$ cat config.mk
export PLATFORM = sky130hd
export DESIGN_NAME = scpwm_gen
export DESIGN_NICKNAME = d
export VERILOG_FILES = /design/src/rtl/scpwm_pkg.sv /design/src/rtl/scpwm_timebase.sv /design/src/rtl/scpwm_duty_latch.sv /design/src/rtl/scpwm_extra_pick.sv /design/src/rtl/scpwm_gen.sv
export SDC_FILE = /design/constraint.sdc
export NUM_CORES = 1
export LEC_CHECK = 0
export BUFFER_PORTS_ARGS = -buffer_cell sky130_fd_sc_hd__buf_2
export CORE_MARGIN = 2
export CORE_UTILIZATION = 58
export DETAILED_ROUTE_END_ITERATION = 7
export PLACE_DENSITY_LB_ADDON = 0.3
export SLEW_MARGIN = 20
export SYNTH_ARGS = -nofsm -noshare
export SYNTH_HDL_FRONTEND = slang
export SYNTH_SLANG_ARGS = --single-unit
export TNS_END_PERCENT = 100
$ cat constraint.sdc
create_clock -name clk -period 5.8 [get_ports clk]
set_clock_uncertainty 0.1 [all_clocks]
set_input_delay 0 -clock clk [delete_from_list [all_inputs] [get_ports clk]]
set_output_delay 0 -clock clk [all_outputs]
set_load 0.02 [all_outputs]
$ cat src/rtl/scpwm_pkg.sv
package scpwm_pkg;

    localparam int unsigned SCP_BASE_W_DEF = 8;
    localparam int unsigned SCP_EXT_W_DEF  = 4;

    typedef enum logic {
        PH_IDLE = 1'b0,
        PH_RUN  = 1'b1
    } scp_phase_e;

endpackage

$ cat src/rtl/scpwm_timebase.sv
module scpwm_timebase #(
    parameter int unsigned BASE_W = 8,
    parameter int unsigned EXT_W  = 4
) (
    input  logic              clk,
    input  logic              rst_n,
    input  logic              adv_i,
    output logic [BASE_W-1:0] slot_q_o,
    output logic [BASE_W-1:0] slot_nx_o,
    output logic [EXT_W-1:0]  cyc_nx_o,
    output logic              super_end_o
);

    localparam logic [BASE_W-1:0] SLOT_LAST = '1;
    localparam logic [EXT_W-1:0]  CYC_LAST  = '1;
    localparam logic [BASE_W-1:0] SLOT_STEP = BASE_W'(1);
    localparam logic [EXT_W-1:0]  CYC_STEP  = EXT_W'(1);

    typedef struct packed {
        logic [BASE_W-1:0] slot;
        logic [EXT_W-1:0]  cyc;
    } tb_state_t;

    tb_state_t cnt_d, cnt_q;

    always_comb begin
        cnt_d = cnt_q;
        if (adv_i) begin
            cnt_d.slot = cnt_q.slot + SLOT_STEP;
            if (cnt_q.slot == SLOT_LAST) begin
                cnt_d.cyc = cnt_q.cyc + CYC_STEP;
            end
        end else begin
            cnt_d = '0;
        end
    end

    always_ff @(posedge clk or negedge rst_n) begin
        if (!rst_n) begin
            cnt_q <= '0;
        end else begin
            cnt_q <= cnt_d;
        end
    end

    assign slot_q_o    = cnt_q.slot;
    assign slot_nx_o   = cnt_d.slot;
    assign cyc_nx_o    = cnt_d.cyc;
    assign super_end_o = adv_i && (cnt_q.slot == SLOT_LAST) && (cnt_q.cyc == CYC_LAST);

    // Base cycle length is 2^BASE_W: the slot counter returns to zero after its last value.
    assert_slot_wrap_R2: assert property (@(posedge clk) disable iff (!rst_n)
        (adv_i && cnt_q.slot == SLOT_LAST) |=> (cnt_q.slot == '0));

    // The cycle index moves only at a base-cycle boundary.
    assert_cyc_hold_R2: assert property (@(posedge clk) disable iff (!rst_n)
        (adv_i && cnt_q.slot != SLOT_LAST) |=> $stable(cnt_q.cyc));

endmodule

$ cat src/rtl/scpwm_duty_latch.sv
module scpwm_duty_latch #(
    parameter int unsigned BASE_W = 8,
    parameter int unsigned EXT_W  = 4
) (
    input  logic              clk,
    input  logic              rst_n,
    input  logic              load_i,
    input  logic [BASE_W-1:0] base_i,
    input  logic [EXT_W-1:0]  ext_i,
    output logic [BASE_W-1:0] base_q_o,
    output logic [EXT_W-1:0]  ext_q_o,
    output logic [BASE_W-1:0] base_nx_o,
    output logic [EXT_W-1:0]  ext_nx_o
);

    typedef struct packed {
        logic [BASE_W-1:0] base;
        logic [EXT_W-1:0]  ext;
    } duty_t;

    duty_t duty_d, duty_q;

    always_comb begin
        duty_d = duty_q;
        if (load_i) begin
            duty_d.base = base_i;
            duty_d.ext  = ext_i;
        end
    end

    always_ff @(posedge clk or negedge rst_n) begin
        if (!rst_n) begin
            duty_q <= '0;
        end else begin
            duty_q <= duty_d;
        end
    end

    assign base_q_o  = duty_q.base;
    assign ext_q_o   = duty_q.ext;
    assign base_nx_o = duty_d.base;
    assign ext_nx_o  = duty_d.ext;

    // The held duty word changes only on a super-cycle boundary.
    assert_duty_frozen_R7: assert property (@(posedge clk) disable iff (!rst_n)
        !load_i |=> ($stable(duty_q.base) && $stable(duty_q.ext)));

endmodule

$ cat src/rtl/scpwm_extra_pick.sv
module scpwm_extra_pick #(
    parameter int unsigned EXT_W = 4
) (
    input  logic [EXT_W-1:0] cyc_i,
    input  logic [EXT_W-1:0] ext_i,
    output logic             hit_o
);

    localparam logic [EXT_W-1:0] FULL_MASK = '1;

    generate
        if (EXT_W == 1) begin : g_pair
            // Two cycles only: the single extra state always lands in cycle 1.
            assign hit_o = cyc_i[0] & ext_i[0];
        end else begin : g_spread
            logic [EXT_W-1:0] phase_acc;
            logic [EXT_W-1:0] limit;
            assign phase_acc = cyc_i * ext_i;
            assign limit     = FULL_MASK - ext_i;
            assign hit_o     = (phase_acc > limit);
        end
    endgenerate

endmodule

$ cat src/rtl/scpwm_gen.sv
module scpwm_gen #(
    parameter int unsigned BASE_W = scpwm_pkg::SCP_BASE_W_DEF,
    parameter int unsigned EXT_W  = scpwm_pkg::SCP_EXT_W_DEF
) (
    input  logic              clk,
    input  logic              rst_n,
    input  logic [BASE_W-1:0] duty_base_i,
    input  logic [EXT_W-1:0]  duty_ext_i,
    output logic              pwm_o
);

    import scpwm_pkg::*;

    localparam logic [BASE_W-1:0] SLOT_LAST = '1;

    typedef struct packed {
        scp_phase_e phase;
        logic       pwm;
    } top_state_t;

    top_state_t st_d, st_q;

    logic              run;
    logic              load;
    logic              super_end;
    logic [BASE_W-1:0] slot_q, slot_nx;
    logic [EXT_W-1:0]  cyc_nx;
    logic [BASE_W-1:0] base_q, base_nx;
    logic [EXT_W-1:0]  ext_q, ext_nx;
    logic              hit_nx;

    assign run  = (st_q.phase == PH_RUN);
    assign load = !run || super_end;

    scpwm_timebase #(.BASE_W(BASE_W), .EXT_W(EXT_W)) u_timebase (
        .clk         (clk),
        .rst_n       (rst_n),
        .adv_i       (run),
        .slot_q_o    (slot_q),
        .slot_nx_o   (slot_nx),
        .cyc_nx_o    (cyc_nx),
        .super_end_o (super_end)
    );

    scpwm_duty_latch #(.BASE_W(BASE_W), .EXT_W(EXT_W)) u_duty (
        .clk       (clk),
        .rst_n     (rst_n),
        .load_i    (load),
        .base_i    (duty_base_i),
        .ext_i     (duty_ext_i),
        .base_q_o  (base_q),
        .ext_q_o   (ext_q),
        .base_nx_o (base_nx),
        .ext_nx_o  (ext_nx)
    );

    scpwm_extra_pick #(.EXT_W(EXT_W)) u_pick (
        .cyc_i (cyc_nx),
        .ext_i (ext_nx),
        .hit_o (hit_nx)
    );

    always_comb begin
        st_d       = st_q;
        st_d.phase = PH_RUN;
        st_d.pwm   = (slot_nx < base_nx) || ((slot_nx == base_nx) && hit_nx);
    end

    always_ff @(posedge clk or negedge rst_n) begin
        if (!rst_n) begin
            st_q <= '{phase: PH_IDLE, pwm: 1'b0};
        end else begin
            st_q <= st_d;
        end
    end

    assign pwm_o = st_q.pwm;

    // Before the first running cycle the output is low.
    assert_idle_low_R1: assert property (@(posedge clk) disable iff (!rst_n)
        !run |-> !st_q.pwm);

    // Once low inside a base cycle, the output stays low until the cycle ends.
    assert_single_run_R10: assert property (@(posedge clk) disable iff (!rst_n)
        (run && !st_q.pwm && slot_q != SLOT_LAST) |=> !st_q.pwm);

    // A nonzero base count makes the first state of the next base cycle high (same frame).
    assert_cycle_start_R2: assert property (@(posedge clk) disable iff (!rst_n)
        (run && base_q != '0 && slot_q == SLOT_LAST && !super_end) |=> st_q.pwm);

    // No extra state when the extra count is zero.
    assert_no_extra_R6: assert property (@(posedge clk) disable iff (!rst_n)
        (run && ext_q == '0 && slot_q == base_q) |-> !st_q.pwm);

endmodule

---- Yosys cells after proc, flatten, opt, wreduce, memory -nomap -nowiden ----
Cells that the tools add are included.
operators by class
  $add $sub $neg .......................... 3
  $mul .................................... 1
  reduce and logical (&&, ||, !) cells .... 6
  eq/ne operators ......................... 3
  bitwise operators ....................... 0
  multiplexer cells ....................... 3
  shift operators ......................... 0
  order comparisons ....................... 2
  div/mod/pow operators ................... 0
operators with widths
  operator             number
  $mux 12              2
  $add 8x1->8 const B  1
  $eq 8x8->1           1
  $eq 8x8->1 const B   1
  $lt 8x8->1           1
  $add 4x1->4 const B  1
  $eq 4x4->1 const B   1
  $gt 4x4->1           1
  $mul 4x4->4          1
  $mux 4               1
  $sub 4x4->4 const A  1
  $logic_and 1x1->1    3
  $logic_or 1x1->1     2
  $logic_not 1->1      1
storage, ports and cells
  latch bits .............................. 0
  output and inout bits ................... 1
  memory bits (writable) .................. 0
  memories kept ........................... 0
  register bits ........................... 26
  ROM bits ................................ 0

---- Depth between registers and ports, before layout ----
Gate-level depths: netlist of the first run.
  depth in word-level cells ............... 9
  depth in mapped cells ................... 18
  gate-level depth less buffers ........... 17

---- Hierarchy ----
A second synthesis of the first run with hierarchy kept.
second synthesis, totals
  cell total of the unflattened synthesis .. 149
  area total of the unflattened synthesis .. 1619.1 µm²
modules (own cells, without submodules)
  module            instances  cells each  area an instance (µm²)
  scpwm_timebase    1          65          635.6
  scpwm_duty_latch  1          25          484.2
  scpwm_gen         1          32          259.0
  scpwm_extra_pick  1          27          240.2

---- Worst setup path before layout of the first run ----
OpenSTA, ideal clock, no wires.
  path kind ............................... register to register
  start point ............................. register u_timebase.cnt_q[0] in the netlist's numbering
  end point ............................... register st_q, in the netlist pwm_o
  setup slack ............................. 1718 ps
  stages on the path, launching flop included .. 18
  library setup time ...................... 95 ps
  arrival ................................. 3887 ps
  data required time ...................... 5605 ps
  buffers on the path ..................... 1
  cells stage by stage .................... dfrtp_1 > ha_1 > nand3_1 > o31ai_4 > buf_4 > mux2i_1 > nor2_1 > ha_1 > ha_1 > ha_1 > xnor2_1 > xnor2_1 > xnor3_1 > xnor2_1 > ha_1 > nand4_1 > mux2_1 > o32ai_2
RTL lines
  item                    RTL line              text
  start, declared         scpwm_timebase.sv:24  tb_state_t cnt_d, cnt_q;
  start signal, assigned  scpwm_timebase.sv:42  cnt_q <= cnt_d;
  end signal, assigned    scpwm_gen.sv:71       st_q <= '{phase: PH_IDLE, pwm: 1'b0};
  end signal, assigned    scpwm_gen.sv:73       st_q <= st_d;
  end, declared           scpwm_gen.sv:21       top_state_t st_d, st_q;

==> results of run 1 <==
Yosys cell counts, drive strengths merged (2+ instances only):
cell type | count | area (µm²)
and2 | 6 | 37.5
and3 | 3 | 18.8
buf | 2 | 12.5
dfrtp | 26 | 651
ha | 17 | 213
inv | 16 | 60.1
mux2 | 3 | 33.8
mux2i | 11 | 110
nand2 | 4 | 15.0
nand3 | 5 | 25.0
nand4 | 4 | 40.0
nor2 | 10 | 37.5
nor2b | 2 | 12.5
nor3 | 2 | 10.0
nor4 | 2 | 12.5
o21a | 3 | 22.5
o21ai | 5 | 25.0
xnor2 | 6 | 52.6
xor2 | 5 | 43.8
state kept, by name, summed over array words and instances (netlist names):
name                 cells
u_timebase.cnt_q         4
pwm_o                    1
u_duty.ext_q_o           4
u_duty.base_q_o          8
u_timebase.slot_q_o      8
run                      1
final cells by class:
cell class | count | area [µm²]
tap | 30 | 37.5
fill | 167 | 679
sequential | 26 | 651
inverter | 16 | 60.1
clock buffer | 4 | 36.3
multi-input combinational | 100 | 828
timing repair buffer | 28 | 208
critical path, cell delays in order, from the launching register on:
cell     delay (ns)
dfrtp_1        0.39
ha_1           0.19
nand3_1        0.34
o31ai_4        0.34
buf_4          0.26
mux2i_1        0.38
nor2_1         0.08
ha_1           0.31
ha_1           0.29
ha_1           0.21
xnor2_1        0.17
xnor2_1        0.15
xnor3_1        0.25
xnor2_1        0.15
ha_1           0.32
nand4_1        0.12
mux2_1         0.34
o32ai_2        0.20
routing by layer:
layer,vias to the layer above,wire (µm),GRT usage
met5,-,0,0
met4,0,47,0.0906
met3,6,95,0.0279
met2,34,1460,0.367
met1,551,1380,0.293
li1,554,-,-
cell families (layout without fill, tap and decap cells):
kind of cell             count (synthesis)  count (layout)  share of synthesized area
adder cells (fa/ha/maj)                 17              17                      0.137
AO/OA/AOI/OAI                           16              16                     0.0821
other                                    1               1                    0.00241
multiplexers                            14              14                     0.0925
buffers and inverters                   19              48                     0.0491
flip-flops                              26              26                      0.418
XOR/XNOR                                12              12                     0.0764
AND/OR/NAND/NOR                         40              40                      0.142
worst min-delay path by stage:
| stage | to | startpoint | slack (ns) |
|---|---|---|---|
| after floorplan | pwm_o$_DFF_PN0_ | rst_n | -0.40 |
| after global placement | u_timebase.slot_q_o[5]$_DFF_PN0_ | rst_n | -0.07 |
| after detailed placement | u_timebase.slot_q_o[3]$_DFF_PN0_ | rst_n | -0.07 |
| after CTS | u_timebase.slot_q_o[6]$_DFF_PN0_ | rst_n | 0.10 |
| after global routing | pwm_o$_DFF_PN0_ | rst_n | 0.16 |
| final | u_timebase.slot_q_o[5]$_DFF_PN0_ | rst_n | 0.09 |
power by group through the flow:
stage / clock network (mW) / logic [mW] / registers [mW]
2_1_floorplan: 0 / 0.0295 / 0.198
4_1_cts: 0.0943 / 0.0510 / 0.197
6_report: 0.0929 / 0.0520 / 0.197
3_3_place_gp: 0 / 0.0417 / 0.200
5_1_grt: 0.102 / 0.0585 / 0.198
3_5_place_dp: 0 / 0.0438 / 0.200
cells in the final DEF (no fill, tap or decap), types with 3 or more instances in the layout:
cell type	count
and2_1	6
and3_1	3
buf_2	14
clkbuf_4	3
dfrtp_1	26
dlygate4sd3_1	13
ha_1	17
inv_1	15
mux2i_1	11
nand2_1	4
nand3_1	5
nand4_1	3
nor2_1	10
o21a_1	3
o21ai_0	5
xnor2_1	6
xor2_1	5
through the flow:
stage | hold WS, ns | cell area [µm²]
6_report | 0.0858 | 1820
4_1_cts | 0.102 | 1820
3_5_place_dp | -0.0729 | 1650
2_1_floorplan | -0.396 | 1560
5_1_grt | 0.156 | 1820
3_3_place_gp | -0.0725 | 1650
==> flow_summary.ini, run 1 <==
[synthesis]
synth-edff-count = 0
syn-num-nets = 176
syn-cell-area_mm2 = 0.00156
ys_seq_area_frac = 0.418
yosysUniqueCellTypes = 36
syn-instance-count = 145
yosys_register_bits = 26
avgSynthCellArea_um2 = 10.7
yosysWarningCount = 0
synth-async-reset-ratio = 1.00
ys_dominant_reg_cell = dfrtp_1

[grt]
grt_pass1_vias = 1226
grt_pass1_wl_um = 5400
grt_remaining_overflow = 0
grt_usage = 0.222
antenna_found_initial = 0
grt_start_max_net_pins = 27

[place]
pre_cts_ws_ns = 1.16
dp.cells = 187
globalplace.congestion = 0.853
io_buffers = 14
dp_hpwl_um = 2140

[sta]
period_needed_ns = 4.69
tightestPinTransition_ns = 0.574
finalSetupViolCount = 0
fmax_mhz = 213
post-route-period-util = 0.808
max_slew_margin = 0.618
hold_viol = 0
slew_violations = 0
grt_setup_unrepaired = no
tns_ns = 0
fin_ws_ns = 1.11

[routing]
via_per_inst = 5.61
drt_iter0_markers = 17
drtAntennaViolNets = 0
vias = 1145
drc = 0
wl_um = 2980
drt-pass1-iter-count = 4
wl_per_cell_um = 14.6

[die]
die_h_um = 55.8
ios = 15
fp-row-count = 18
coreArea_mm2 = 0.00250
die_x_um = 55.8
dieArea_mm2 = 0.00311
start_util = 0.622

[critical_path]
cp-end-kind = flop
worstPathArrival_ns = 4.83
setup.worst_path.start = u_timebase.slot_q_o[0]$_DFF_PN0_
r2r_end = pwm_o$_DFF_PN0_
r2r_setup_slack_ns = 1.11
reg2reg_depth = 17
crit_end = pwm_o$_DFF_PN0_
crit_type = reg2reg
cp_data_required_time_ns = 5.94
worstSetupStartpointType = flop
rr_startpoint = u_timebase.slot_q_o[0]$_DFF_PN0_
crit_fanout = 12

[finish]
stdcell_count = 204
areaGrowthSynthToFinish_pct = 17.1
diodes = 0
final_core_utilization = 0.728
final_nets = 206
drive_above_1_share = 0.144

[clock_tree]
clkLatencyLatePin_ns = 0.32
htree_levels = 1
clk_path_buf_depth = 2
postCtsSetupRepairBufs = 0
cts_resized = 0
clock-sinks = 26
clk_pin_slew_worst_paths_ns = 0.14
cts_buffers = 3
cts_tree = done
holdBufCountCts = 13
cts-root-buf = clkbuf_4

[pwr]
power_density_mw_per_mm2 = 188
swShare = 0.253
vdd_drop_max_v = 0.000179
switching_power_mw = 0.0863
p_leak_nw = 0.981
p_int_mw = 0.255
combPwrFrac = 0.152
power_mw = 0.341
seq_power_share = 0.576
p_clk_frac = 0.272

[run_status]
status = complete, no violations

[worst_hold_path]
hold_class = in2async

[flow_run]
cap_violations = 0
(Power assumes the default switching activity.)
==> run 2: changes to the inputs <==
- CORE_UTILIZATION: 58 -> 52
- clock period: 5.8 -> 4.2 ns (I/O delays scaled with it)
==> run 2 against run 1 <==
Critical path depth down 1. Largest power group unchanged. Hold slack better by 0.0054 ns. Via count up 3.4%.
==> flow_summary.ini, run 2 (synthesized netlist as in run 1, its figures left out) <==
[grt]
grt_pass1_wl_um = 5260
antenna_found_initial = 0
grt_usage = 0.204
grt_pass1_vias = 1211
grt_start_max_net_pins = 27
grt_remaining_overflow = 0

[critical_path]
setup.worst_path.start = u_timebase.cnt_q[0]$_DFF_PN0_
crit_fanout = 4
cp_data_required_time_ns = 4.33
rr_startpoint = u_timebase.cnt_q[0]$_DFF_PN0_
worst_path_most_repeated_cell = ha_1
r2r_setup_slack_ns = 0.11
max_stage_delay_ns = 0.45
worstSetupStartpointType = flop
critPathSlowestCell = dfrtp_2
reg2reg_depth = 16
worstPathArrival_ns = 4.22
worstPathCellList = ha_4 -> nand3_2 -> o31ai_4 -> mux2i_2 -> nor2_1 -> ha_1 -> ha_1 -> ha_2 -> xnor2_2 -> xnor2_1 -> xnor3_1 -> xnor2_1 -> ha_1 -> nand4_1 -> mux2_4 -> o32ai_2
crit_type = reg2reg
cp-end-kind = flop
r2r_end = pwm_o$_DFF_PN0_

[finish]
mostFrequentLayoutCells = dfrtp_1, inv_1, ha_1, buf_2, dlygate4sd3_1
drive_above_1_share = 0.255
stdcell_count = 215
fillers = 182
final_nets = 216
diodes = 0
mostFrequentLayoutCell = dfrtp_1
areaGrowthSynthToFinish_pct = 26.1
final_core_utilization = 0.699

[die]
coreArea_mm2 = 0.00281
die_h_um = 58.7
dieArea_mm2 = 0.00344
fp-row-count = 19
ios = 15
start_util = 0.554
die_x_um = 58.7

[sta]
hold_viol = 0
finalSetupViolCount = 0
fmax_mhz = 245
post-route-period-util = 0.973
period_needed_ns = 4.09
holdWs_ns = 0.0912
slew_violations = 0
max_slew_margin = 0.617
tightestPinTransition_ns = 0.575

[routing]
drt_iter0_markers = 28
drtAntennaViolNets = 0
wl_per_cell_um = 15.0
drt-pass1-iter-count = 4
wl_um = 3230
vias = 1184
via_per_inst = 5.51
drc = 0

[clock_tree]
clk_pin_slew_worst_paths_ns = 0.14
clk_path_buf_depth = 2
cts-root-buf = clkbuf_4
clkLatencyLatePin_ns = 0.32
htree_levels = 1
cts_buffers = 3
clock-sinks = 26
cts_tree = done

[pwr]
power_density_mw_per_mm2 = 244
vdd_drop_max_v = 0.000187
p_leak_nw = 1.02
power_mw = 0.480

[flow_run]
cap_violations = 0

[place]
dp_hpwl_um = 2350
dp.cells = 194
globalplace.congestion = 0.868
io_buffers = 14

[worst_hold_path]
hold_class = in2async

[run_status]
status = complete, no violations
[run 2: worst max-delay path, delay by kind of cell (launching register included)]
kind                       cells  cell delay, ns
adders and majority gates      5            1.22
and+or+nand+nor                3            0.31
DFF                            1            0.45
AOI/OAI and AO/OA              2            0.55
muxes                          2            0.64
xor gates and xnor gates       4            0.74
[run 2: repair_timing]
| action | CTS | global route |
|---|---|---|
| setup endpoints to repair | 0 | 1 |
| buffers inserted | 0 | 4 |
| hold endpoints to repair | 38 | 0 |
| gates resized for setup | 0 | 16 |
| hold buffers | 13 | 0 |
[run 2: metal layers]
layer / up-vias / wire, µm / global-route usage
li1: 574 / - / -
met1: 571 / 1480 / 0.269
met2: 27 / 1560 / 0.327
met3: 12 / 105 / 0.0484
met4: 0 / 89 / 0.0812
met5: - / 0 / 0
[run 2: stage by stage]
step / setup WS, ns / setup TNS, ns / area [µm²]
2_1_floorplan: 0.118 / 0 / 1560
3_3_place_gp: 0.227 / 0 / 1700
3_5_place_dp: 0.0744 / 0 / 1700
4_1_cts: 0.00126 / 0 / 1870
5_1_grt: -0.0410 / -0.0410 / 1960
6_report: 0.112 / 0 / 1960
[run 2: report_power, final]
part / internal [mW] / switching [mW]
combinational: 0.0416 / 0.0392
clock: 0.0530 / 0.0733
sequential: 0.265 / 0.00787
total: 0.359 / 0.120
[run 2: cell type report]
| cell class | instances | area, µm² | area share |
|---|---|---|---|
| repair buffers | 38 | 283 | 0.144 |
| inverters | 16 | 60.1 | 0.0306 |
| clock buffers | 4 | 36.3 | 0.0185 |
| flip-flops and latches | 26 | 653 | 0.333 |
| multi-input cells | 100 | 891 | 0.454 |
| well taps | 31 | 38.8 | 0.0198 |
[run 2: worst max-delay path by stage]
stage / cells past startpoint / slack, ns / to
after CTS: 16 / 0.001 / pwm_o$_DFF_PN0_
after global routing: 16 / -0.04 / pwm_o$_DFF_PN0_
after floorplan: 17 / 0.12 / pwm_o$_DFF_PN0_
after global placement: 16 / 0.23 / pwm_o$_DFF_PN0_
final: 16 / 0.11 / pwm_o$_DFF_PN0_
after detailed placement: 16 / 0.07 / pwm_o$_DFF_PN0_
